### config.mk
export PLATFORM = sky130hd
export DESIGN_NAME = store_buffer
export DESIGN_NICKNAME = d
export VERILOG_FILES = /design/src/rtl/sb_pkg.sv /design/src/rtl/sb_entry_queue.sv /design/src/rtl/sb_fwd_lookup.sv /design/src/rtl/sb_drain_pick.sv /design/src/rtl/sb_port_arb.sv /design/src/rtl/store_buffer.sv
export SDC_FILE = /design/constraint.sdc
export NUM_CORES = 2
export LEC_CHECK = 0
export BUFFER_PORTS_ARGS = -buffer_cell sky130_fd_sc_hd__buf_2
export CORE_ASPECT_RATIO = 0.75
export CORE_MARGIN = 1
export CORE_UTILIZATION = 37
export CTS_CLUSTER_SIZE = 40
export DETAILED_ROUTE_END_ITERATION = 8
export GPL_ROUTABILITY_DRIVEN = 0
export PLACE_DENSITY = 0.54
export SLEW_MARGIN = 20
export SYNTH_ARGS = -nofsm -noshare
export SYNTH_HDL_FRONTEND = slang
export SYNTH_SLANG_ARGS = --single-unit
### constraint.sdc
create_clock -name clk -period 5.62 [get_ports clk]
set_input_delay 1.124 -clock clk [delete_from_list [all_inputs] [get_ports clk]]
set_output_delay 1.124 -clock clk [all_outputs]
set_load 0.01 [all_outputs]
### src/rtl/sb_pkg.sv
package sb_pkg;
  typedef enum logic {
    DRAIN_IN_ORDER  = 1'b0,
    DRAIN_ANY_READY = 1'b1
  } drain_mode_e;

  typedef enum logic [1:0] {
    PORT_IDLE  = 2'd0,
    PORT_LOAD  = 2'd1,
    PORT_DRAIN = 2'd2
  } port_use_e;
endpackage

### src/rtl/sb_entry_queue.sv
// Collapsing age-ordered storage: slot 0 is the oldest entry.
module sb_entry_queue #(
  parameter int DEPTH = 8,
  parameter int AW    = 16,
  parameter int DW    = 32,
  localparam int CW   = $clog2(DEPTH + 1),
  localparam int IW   = (DEPTH > 1) ? $clog2(DEPTH) : 1
) (
  input  logic                      clk,
  input  logic                      rst_n,
  input  logic                      push,
  input  logic [AW-1:0]             push_addr,
  input  logic [DW-1:0]             push_data,
  input  logic                      pop,
  input  logic [IW-1:0]             pop_idx,
  output logic [CW-1:0]             count,
  output logic [DEPTH-1:0]          valid_vec,
  output logic [DEPTH-1:0][AW-1:0]  addr_vec,
  output logic [DEPTH-1:0][DW-1:0]  data_vec
);
  logic [CW-1:0] count_q;
  logic [CW-1:0] ins_pos;

  assign ins_pos = count_q - CW'(pop);
  assign count   = count_q;

  always_ff @(posedge clk) begin
    if (!rst_n) count_q <= '0;
    else        count_q <= count_q + CW'(push) - CW'(pop);
  end

  for (genvar i = 0; i < DEPTH; i++) begin : g_slot
    logic shift_in;
    logic ins_here;
    assign shift_in    = pop && (i >= int'(pop_idx));
    assign ins_here    = push && (ins_pos == CW'(i));
    assign valid_vec[i] = (CW'(i) < count_q);

    always_ff @(posedge clk) begin
      if (!rst_n) begin
        addr_vec[i] <= '0;
        data_vec[i] <= '0;
      end else if (ins_here) begin
        addr_vec[i] <= push_addr;
        data_vec[i] <= push_data;
      end else if (shift_in) begin
        if (i < DEPTH - 1) begin
          addr_vec[i] <= addr_vec[(i < DEPTH - 1) ? i + 1 : i];
          data_vec[i] <= data_vec[(i < DEPTH - 1) ? i + 1 : i];
        end
      end
    end
  end
endmodule

### src/rtl/sb_fwd_lookup.sv
// Youngest-match search for load forwarding.
module sb_fwd_lookup #(
  parameter int DEPTH = 8,
  parameter int AW    = 16,
  parameter int DW    = 32
) (
  input  logic [DEPTH-1:0]          valid_vec,
  input  logic [DEPTH-1:0][AW-1:0]  addr_vec,
  input  logic [DEPTH-1:0][DW-1:0]  data_vec,
  input  logic [AW-1:0]             ld_addr,
  output logic                      hit,
  output logic [DW-1:0]             hit_data
);
  logic [DEPTH-1:0] match;

  for (genvar i = 0; i < DEPTH; i++) begin : g_cmp
    assign match[i] = valid_vec[i] && (addr_vec[i] == ld_addr);
  end

  always_comb begin
    hit      = 1'b0;
    hit_data = '0;
    for (int i = 0; i < DEPTH; i++) begin
      if (match[i]) begin
        hit      = 1'b1;
        hit_data = data_vec[i];
      end
    end
  end
endmodule

### src/rtl/sb_drain_pick.sv
// Chooses which entry leaves next, per drain mode.
module sb_drain_pick
  import sb_pkg::*;
#(
  parameter int DEPTH = 8,
  parameter int AW    = 16,
  localparam int IW   = (DEPTH > 1) ? $clog2(DEPTH) : 1
) (
  input  drain_mode_e               mode,
  input  logic [DEPTH-1:0]          valid_vec,
  input  logic [DEPTH-1:0][AW-1:0]  addr_vec,
  output logic                      any,
  output logic [IW-1:0]             idx
);
  logic [DEPTH-1:0] ready_vec;

  for (genvar i = 0; i < DEPTH; i++) begin : g_ready
    logic blocked;
    always_comb begin
      blocked = 1'b0;
      for (int j = 0; j < i; j++) begin
        if (valid_vec[j] && (addr_vec[j] == addr_vec[i])) blocked = 1'b1;
      end
    end
    assign ready_vec[i] = valid_vec[i] && !blocked;
  end

  always_comb begin
    any = 1'b0;
    idx = '0;
    if (mode == DRAIN_IN_ORDER) begin
      any = valid_vec[0];
      idx = '0;
    end else begin
      for (int i = 0; i < DEPTH; i++) begin
        if (ready_vec[i]) begin
          any = 1'b1;
          idx = IW'(i);
        end
      end
    end
  end
endmodule

### src/rtl/sb_port_arb.sv
// Shares the single memory port: a missing load beats a drain.
module sb_port_arb
  import sb_pkg::*;
#(
  parameter int AW = 16,
  parameter int DW = 32
) (
  input  logic          ld_fire,
  input  logic          ld_hit,
  input  logic [AW-1:0] ld_addr,
  input  logic          drain_any,
  input  logic [AW-1:0] drain_addr,
  input  logic [DW-1:0] drain_data,
  input  logic          mem_gnt,
  output logic          mem_req,
  output logic          mem_we,
  output logic [AW-1:0] mem_addr,
  output logic [DW-1:0] mem_wdata,
  output logic          pop
);
  port_use_e use_sel;

  always_comb begin
    if (ld_fire && !ld_hit) use_sel = PORT_LOAD;
    else if (drain_any)     use_sel = PORT_DRAIN;
    else                    use_sel = PORT_IDLE;
  end

  assign mem_req   = (use_sel != PORT_IDLE);
  assign mem_we    = (use_sel == PORT_DRAIN);
  assign mem_addr  = (use_sel == PORT_LOAD) ? ld_addr : drain_addr;
  assign mem_wdata = drain_data;
  assign pop       = (use_sel == PORT_DRAIN) && mem_gnt;
endmodule

### src/rtl/store_buffer.sv
module store_buffer
  import sb_pkg::*;
#(
  parameter int DEPTH = 8,
  parameter int AW    = 16,
  parameter int DW    = 32
) (
  input  logic          clk,
  input  logic          rst_n,
  input  logic          mode_pso,
  input  logic          st_valid,
  output logic          st_ready,
  input  logic [AW-1:0] st_addr,
  input  logic [DW-1:0] st_data,
  input  logic          ld_valid,
  output logic          ld_ready,
  input  logic [AW-1:0] ld_addr,
  output logic          rsp_valid,
  output logic [DW-1:0] rsp_data,
  input  logic          fence_req,
  output logic          fence_ack,
  output logic          mem_req,
  input  logic          mem_gnt,
  output logic          mem_we,
  output logic [AW-1:0] mem_addr,
  output logic [DW-1:0] mem_wdata,
  input  logic [DW-1:0] mem_rdata
);
  localparam int CW = $clog2(DEPTH + 1);
  localparam int IW = (DEPTH > 1) ? $clog2(DEPTH) : 1;

  logic [CW-1:0]            q_count;
  logic [DEPTH-1:0]         q_valid;
  logic [DEPTH-1:0][AW-1:0] q_addr;
  logic [DEPTH-1:0][DW-1:0] q_data;
  logic                     fwd_hit;
  logic [DW-1:0]            fwd_data;
  logic                     pick_any;
  logic [IW-1:0]            pick_idx;
  logic                     push, pop, ld_fire;
  logic                     empty, fence_block;
  drain_mode_e              mode;

  logic                     rsp_valid_q, rsp_hit_q;
  logic [DW-1:0]            rsp_fwd_q;

  assign mode        = drain_mode_e'(mode_pso);
  assign empty       = (q_count == '0);
  assign fence_block = fence_req && !empty;
  assign fence_ack   = fence_req && empty;
  assign st_ready    = !fence_block && (q_count != CW'(DEPTH));
  assign ld_ready    = !fence_block && (fwd_hit || mem_gnt);
  assign push        = st_valid && st_ready;
  assign ld_fire     = ld_valid && ld_ready;

  sb_entry_queue #(.DEPTH(DEPTH), .AW(AW), .DW(DW)) queue_i (
    .clk       (clk),
    .rst_n     (rst_n),
    .push      (push),
    .push_addr (st_addr),
    .push_data (st_data),
    .pop       (pop),
    .pop_idx   (pick_idx),
    .count     (q_count),
    .valid_vec (q_valid),
    .addr_vec  (q_addr),
    .data_vec  (q_data)
  );

  sb_fwd_lookup #(.DEPTH(DEPTH), .AW(AW), .DW(DW)) fwd_i (
    .valid_vec (q_valid),
    .addr_vec  (q_addr),
    .data_vec  (q_data),
    .ld_addr   (ld_addr),
    .hit       (fwd_hit),
    .hit_data  (fwd_data)
  );

  sb_drain_pick #(.DEPTH(DEPTH), .AW(AW)) pick_i (
    .mode      (mode),
    .valid_vec (q_valid),
    .addr_vec  (q_addr),
    .any       (pick_any),
    .idx       (pick_idx)
  );

  sb_port_arb #(.AW(AW), .DW(DW)) arb_i (
    .ld_fire    (ld_fire),
    .ld_hit     (fwd_hit),
    .ld_addr    (ld_addr),
    .drain_any  (pick_any),
    .drain_addr (q_addr[pick_idx]),
    .drain_data (q_data[pick_idx]),
    .mem_gnt    (mem_gnt),
    .mem_req    (mem_req),
    .mem_we     (mem_we),
    .mem_addr   (mem_addr),
    .mem_wdata  (mem_wdata),
    .pop        (pop)
  );

  always_ff @(posedge clk) begin
    if (!rst_n) begin
      rsp_valid_q <= 1'b0;
      rsp_hit_q   <= 1'b0;
      rsp_fwd_q   <= '0;
    end else begin
      rsp_valid_q <= ld_fire;
      if (ld_fire) begin
        rsp_hit_q <= fwd_hit;
        rsp_fwd_q <= fwd_data;
      end
    end
  end

  assign rsp_valid = rsp_valid_q;
  assign rsp_data  = rsp_hit_q ? rsp_fwd_q : mem_rdata;
endmodule

# Yosys cells after proc, flatten, opt, wreduce, memory -nomap -nowiden

Cells that the tools add are included.

Register bits after elaboration: 422
Input port bits: 103
Output and inout port bits: 86
Logic and storage cells: 269

$add $sub $neg: 3
Order comparisons: 16
Equality and inequality tests: 46
Multiplexer cells: 97
Reduce and logical (&&, ||, !) cells: 87

Operators by type and width:

| cell                 | count |
|---|---|
| $mux W32             | 24 |
| $eq A16 B16 Y1       | 36 |
| $mux W16             | 16 |
| $bmux W32 S3         | 1 |
| $logic_and A1 B1 Y1  | 66 |
| $bmux W16 S3         | 1 |
| $mux W1              | 46 |
| $eq A4 B3 Y1 const B | 4 |
| $lt A3 B4 Y1 const A | 4 |
| $reduce_bool A2 Y1   | 8 |
| $mux W3              | 5 |
| $logic_not A1 Y1     | 10 |
| $ge A3 B3 Y1 const A | 3 |
| $eq A4 B2 Y1 const B | 2 |
| $logic_not A4 Y1     | 2 |
| $lt A1 B4 Y1 const A | 2 |
| $lt A2 B4 Y1 const A | 2 |
| $mux W2              | 4 |
| $sub A4 B1 Y4        | 2 |
| $ge A1 B3 Y1 const A | 2 |
| $ge A2 B3 Y1 const A | 2 |
| $add A4 B1 Y4        | 1 |
| $eq A4 B1 Y1 const B | 1 |
| $lt A3 B4 Y1 const B | 1 |
| 4 further kinds      | 4 |

# Logic depth before layout (Yosys ltp)

Word-level depth: 21
Gate-level depth with buffers: 22

# Modules after synthesis

From an unflattened synthesis, not the netlist that was laid out.

Cell total of the unflattened synthesis: 3,701
Area total of the unflattened synthesis: 34,136.5 µm²

By module, submodules not included:

| module         | instances | cells an instance | area each (µm²) | seq. area each (µm²) |
|---|---|---|---|---|
| sb_entry_queue | 1         | 1,811             | 18,408.9        | 7,767.4 |
| sb_drain_pick  | 1         | 767               | 5,963.2         | 0.0 |
| store_buffer   | 1         | 363               | 4,825.9         | 680.7 |
| sb_fwd_lookup  | 1         | 706               | 4,421.7         | 0.0 |
| sb_port_arb    | 1         | 54                | 516.7           | 0.0 |

# Worst setup path after synthesis

Ideal clock, no wire load.

Path kind: input to register
From: input port ld_addr[13]
To: register queue_i.data_vec[189] in the netlist's numbering
Arrival: 4.873 ns
Required time: 5.504 ns
Setup slack: 0.631 ns
Stages: 20
Buffers on the path: 4
Cells stage by stage: buf_2 > xor2_1 > nor4_1 > nand4_1 > or2_1 > buf_2 > and4b_1 > a31o_1 > a211o_4 > inv_1 > ha_1 > ha_1 > xor2_1 > nand2_1 > nor2_1 > buf_2 > buf_1 > mux2i_1 > nand2_1 > o211a_1

Cells in the longest elaborated chain, start to end: 21
Elaborated cells between the ends (all ways): 38
Those cells by class: add/sub (1); eq/ne (10); mux (10); reduce/logical (17)

RTL lines:

| item                                           | line                 | text |
|---|---|---|
| start: declaration                             | store_buffer.sv:17   | `input logic [AW-1:0] ld_addr,` |
| $eq A16 B16 Y1                                 | sb_fwd_lookup.sv:17  | `assign match[i] = valid_vec[i] && (addr_vec[i] == ld_addr);` |
| $logic_and A1 B1 Y1                            | sb_fwd_lookup.sv:17  |  |
| $mux W1 (7 in a row)                           | sb_fwd_lookup.sv:24  | `if (match[i]) begin` |
| $mux W1 (*)                                    | sb_fwd_lookup.sv:24  |  |
| $logic_or A1 B1 Y1                             | store_buffer.sv:52   | `assign ld_ready = !fence_block && (fwd_hit \|\| mem_gnt);` |
| $logic_and A1 B1 Y1                            | store_buffer.sv:52   |  |
| $logic_and A1 B1 Y1                            | store_buffer.sv:54   | `assign ld_fire = ld_valid && ld_ready;` |
| $logic_and A1 B1 Y1 (*)                        | sb_port_arb.sv:24    | `if (ld_fire && !ld_hit) use_sel = PORT_LOAD;` |
| $mux W2 (*)                                    | sb_port_arb.sv:24    |  |
| $eq A2 B2 Y1 (*)                               | sb_port_arb.sv:33    | `assign pop = (use_sel == PORT_DRAIN) && mem_gnt;` |
| $logic_and A1 B1 Y1 (*)                        | sb_port_arb.sv:33    |  |
| $sub A4 B1 Y4                                  | sb_entry_queue.sv:24 | `assign ins_pos = count_q - CW'(pop);` |
| $eq A4 B3 Y1                                   | sb_entry_queue.sv:36 | `assign ins_here = push && (ins_pos == CW'(i));` |
| $logic_and A1 B1 Y1                            | sb_entry_queue.sv:36 |  |
| $mux W32 or $reduce_bool A2 Y1 (tied branches) | n/a                  |  |
| end signal: indexed assignment                 | sb_entry_queue.sv:45 | `data_vec[i] <= push_data;` |
| end signal: indexed assignment                 | sb_entry_queue.sv:49 | `data_vec[i] <= data_vec[(i < DEPTH - 1) ? i + 1 : i];` |
| end: declaration                               | sb_entry_queue.sv:19 | `output logic [DEPTH-1:0][DW-1:0] data_vec` |

Every way passes the cells marked *; elsewhere a longest branch is shown, timed or not.
A chain may end at the register's enable or synchronous reset.

# Final worst setup path

From: register queue_i.addr_vec[56] in the netlist's numbering
To: output port mem_addr[14]

Cells in the longest elaborated chain, start to end: 17
Elaborated cells between the ends (all ways): 67
Those cells by class: eq/ne (9); mux (35); reduce/logical (23)

RTL lines:

| item                             | line                 | text |
|---|---|---|
| start: declaration               | sb_entry_queue.sv:18 | `output logic [DEPTH-1:0][AW-1:0] addr_vec,` |
| start signal: indexed assignment | sb_entry_queue.sv:44 | `addr_vec[i] <= push_addr;` |
| start signal: indexed assignment | sb_entry_queue.sv:48 | `addr_vec[i] <= addr_vec[(i < DEPTH - 1) ? i + 1 : i];` |
| $eq A16 B16 Y1                   | sb_drain_pick.sv:22  | `if (valid_vec[j] && (addr_vec[j] == addr_vec[i])) blocked = 1'b1;` |
| $logic_and A1 B1 Y1              | sb_drain_pick.sv:22  |  |
| $mux W1 (3 in a row)             | sb_drain_pick.sv:22  |  |
| $logic_not A1 Y1                 | sb_drain_pick.sv:25  | `assign ready_vec[i] = valid_vec[i] && !blocked;` |
| $logic_and A1 B1 Y1              | sb_drain_pick.sv:25  |  |
| $mux W1 (5 in a row)             | sb_drain_pick.sv:36  | `if (ready_vec[i]) begin` |
| $mux W1                          | sb_drain_pick.sv:31  | `if (mode == DRAIN_IN_ORDER) begin` |
| $mux W2                          | sb_port_arb.sv:25    | `else if (drain_any) use_sel = PORT_DRAIN;` |
| $mux W2                          | sb_port_arb.sv:24    |  |
| $eq A2 B1 Y1                     | sb_port_arb.sv:31    | `assign mem_addr = (use_sel == PORT_LOAD) ? ld_addr : drain_addr;` |
| $mux W16 (*)                     | sb_port_arb.sv:31    |  |
| end: declaration                 | store_buffer.sv:25   | `output logic [AW-1:0] mem_addr,` |

Every way passes the cells marked *; elsewhere a longest branch is shown, timed or not. The select of a mux whose other input is x is not followed.

==> flow_summary.ini <==
[worst_setup_path]
timing.critical_path.to_type = output pin
worst_setup_path_start_kind = flip-flop
cp_data_arrival_time_ns = 4.60
crit_path_max_fanout = 11
regToRegSetupSlack_ns = 0.60
crit_required_ns = 4.50
crit_type = reg -> out

[flow_run]
maxCapViolations = 0

[yosys]
area_share_of_the_largest_cell_type_after_synthesis_pct = 26.62
synth_simple_gate_area_share_pct = 13.93
seq_area_frac_synth_pct = 26.62
ys_warns = 0
synth-compound-area-share_pct = 19.87
synthCells = 3802
synth_xor_xnor_area_share_pct = 16.01
synth_ff_type = dfxtp_1
synth_top_family_by_area = compound AO/OA/AOI/OAI gates
synth_area_per_cell_um2 = 8.347
post-synth-top-count-cell = nand2_1
synthTopCellsByArea = dfxtp_1 27%, mux2i_1 13%, xor2_1 9.2%
count_of_distinct_cell_types_in_the_synthesized_netlist = 66
adder_and_majority_cell_fraction_of_the_synthesized_area_pct = 0.4967
post_synth_mux_area_share_pct = 16.03
number_of_enable_flip_flop_cells_after_synthesis = 0
syn_nets = 3917
synth.cell_area_mm2 = 0.03174
yosys-top-cells-count = 447 x nand2_1, 422 x dfxtp_1, 417 x mux2i_1
synth-async-reset-ratio_pct = 0
number_of_synthesized_register_bits = 422
synth_largest_area_cell = dfxtp_1

[cts]
cts.root.buffer_cell = clkbuf_16
cts_tree = yes
clk_transition_reported_paths_ns = 0.07
clock_latency_ns = 0.63
cts-htree-levels = 2
clockBufferDepth = 3
clock_sinks = 422
numCtsBuffers = 49

[floorplan]
placement_rows = 92
dieArea_mm2 = 0.08696
initial_utilization_pct = 37.56
ioPinCount = 189
die_height_um = 255.6
design.core.area_mm2 = 0.08449
die-width_um = 340.2

[drt]
initialDrtViolationCount = 4484
detail_route_antenna_nets = 0
drc = 0
routed_wirelength_um = 140600
num_vias = 31060
viasPerCell = 6.143
first_pass_iters = 8
dr_wl_cell_um = 27.80

[pwr]
p_per_area_mw_per_mm2 = 659.9
leakagePower_nw = 15.73
vdd_ir_drop_max_mv = 0.8505

[sta]
finalWorstPathRequiredPeriod_ns = 5.728
grt_setup_unrepaired = true
finalHoldWorstSlack_ns = 0.4926
fmaxAchievable_ghz = 0.1746
finalCritPeriodShare_pct = 101.9
hold_viol_final = 0
clock-skew-final_ns = 0.04972
worst_slack_ns = -0.1079
slew_violations = 0
fin_tns_setup_ns = -0.5668
timing_worst_slew_pin_value_ns = 1.032
setup_viol_count_final = 15
worst_slew_margin_rel_pct = 31.21

[final_layout]
finish.utilization_pct = 43.53
number_of_nets_in_the_layout = 4007
area_delta_synth_final_pct = 15.89
final_layout_size_suffix_gt1_share_pct = 21.33
diodes = 0

[global_route]
grt_antenna_before_repair = 5
grt_first_pass_wirelength_um = 204500
maximum_number_of_pins_on_one_net_before_global_route_repair = 130
overall_track_demand_over_capacity_in_global_routing_pct = 31.05
number_of_global_route_vias_before_repair = 28860
grt_remaining_overflow = 0

[status]
status = finished with violations
violated_checks = negative setup slack

[placed_design]
portBuffers = 188
dpl_worst_slack_ns = 0.1411
dp_hpwl_um = 93090

[hold_path]
worst_hold_path_type = reg -> reg
-- where the power goes --
group,internal (W),switching (W)
logic,0.00614,0.00900
clock network,0.00207,0.00144
registers,0.00391,0.00172
-- registers in the layout (all words and copies together), names as in the netlist --
register	flops
queue_i.addr_vec	128
queue_i.count	4
queue_i.data_vec	256
rsp_fwd_q	32
rsp_hit_q	1
rsp_valid	1
-- logic make-up after synthesis --
logic type	after synthesis
compound gates	896
xor+xnor	580
fa+ha+maj	12
buf+inv	463
flops	422
mux	498
simple gates	931
-- worst max-delay path, cell delays in order (launching register included) --
cell,delay (ns)
dfxtp_1,0.58
buf_4,0.31
xnor2_1,0.14
nand4_1,0.18
nor4_1,0.66
nor4_2,0.16
a31oi_2,0.24
o211ai_1,0.24
buf_4,0.23
and2_1,0.20
buf_4,0.21
and4_1,0.18
a211oi_1,0.40
buf_2,0.22
-- final timing paths --
check | startpoint | to | cells past startpoint
setup / recovery | queue_i.addr_vec[56] | mem_addr[14] | 13
hold / removal | rsp_fwd_q[9] | rsp_fwd_q[9] | 1
setup reg to reg | queue_i.addr_vec[93] | queue_i.data_vec[159] | 19
hold reg to reg | rsp_fwd_q[9] | rsp_fwd_q[9] | 1
-- layout make-up --
cell class	count	area, um^2
Clock buffer	73	1486
Clock inverter	15	251.5
Fill cell	8499	47710
Inverter	31	116.4
Multi-Input combinational cell	2917	21350
Sequential cell	422	8548
Tap cell	1128	1411
Timing Repair Buffer	471	3611
-- per-layer routing --
| metal | global-route usage, % | up-vias | share of wire, % |
|---|---|---|---|
| met1 | 44.48 | 14900 | 44 |
| met3 | 8.801 | 394 | 13 |
| li1 | - | 13780 | - |
| met5 | 0 | - | 0.016 |
| met4 | 10.35 | 4 | 3.8 |
| met2 | 44.04 | 1990 | 40 |
-- through the flow --
stage	area (um^2)	std cells	power, W
5_1_grt	36780	5057	0.02512
2_1_floorplan	31740	3802	0.01435
4_1_cts	36610	5056	0.02358
3_3_place_gp	34770	4966	0.01991
6_report	36780	5057	0.02427
3_5_place_dp	34800	4968	0.01998
-- repair_timing --
item                                    in CTS  in global routing
hold buffers                                 0                  0
endpoints found under the setup margin      47                 45
setup buffers                                0                  1
pin swaps                                    1                  3
gates resized for setup                     44                 54
-- placed cells by master (no fill, tap or decap), types with 8 or more instances in the layout --
| master | netlist | layout |
|---|---|---|
| o21ai_0 | 146 | 146 |
| nor3_1 | 21 | 12 |
| a21oi_1 | 152 | 151 |
| nand4_1 | 72 | 72 |
| a21boi_0 | 49 | 49 |
| buf_12 | 4 | 40 |
| nor2_1 | 61 | 55 |
| o21ai_1 | 46 | 46 |
| clkbuf_16 | 0 | 49 |
| nor4_1 | 93 | 87 |
| buf_4 | 31 | 239 |
| nor3_2 | 2 | 10 |
| and2_1 | 8 | 8 |
| dfxtp_2 | 0 | 65 |
| o211a_1 | 128 | 128 |
| inv_1 | 31 | 31 |
| or2_2 | 36 | 36 |
| nand3_1 | 153 | 150 |
| a21oi_2 | 46 | 47 |
| dfxtp_1 | 422 | 352 |
| o22ai_1 | 95 | 95 |
| buf_2 | 174 | 187 |
| mux2i_1 | 417 | 417 |
| o211ai_1 | 33 | 33 |
| o31ai_1 | 99 | 97 |
| a211oi_1 | 17 | 15 |
| xnor2_1 | 248 | 248 |
| a22oi_1 | 16 | 16 |
| a311o_1 | 31 | 31 |
| xor2_1 | 332 | 332 |
| mux2_2 | 81 | 81 |
| clkbuf_8 | 0 | 17 |
| and4_1 | 16 | 16 |
| ha_1 | 11 | 10 |
| nand2_1 | 447 | 445 |
| a222oi_1 | 16 | 16 |
Note: power is estimated with default switching activity, not from simulation.
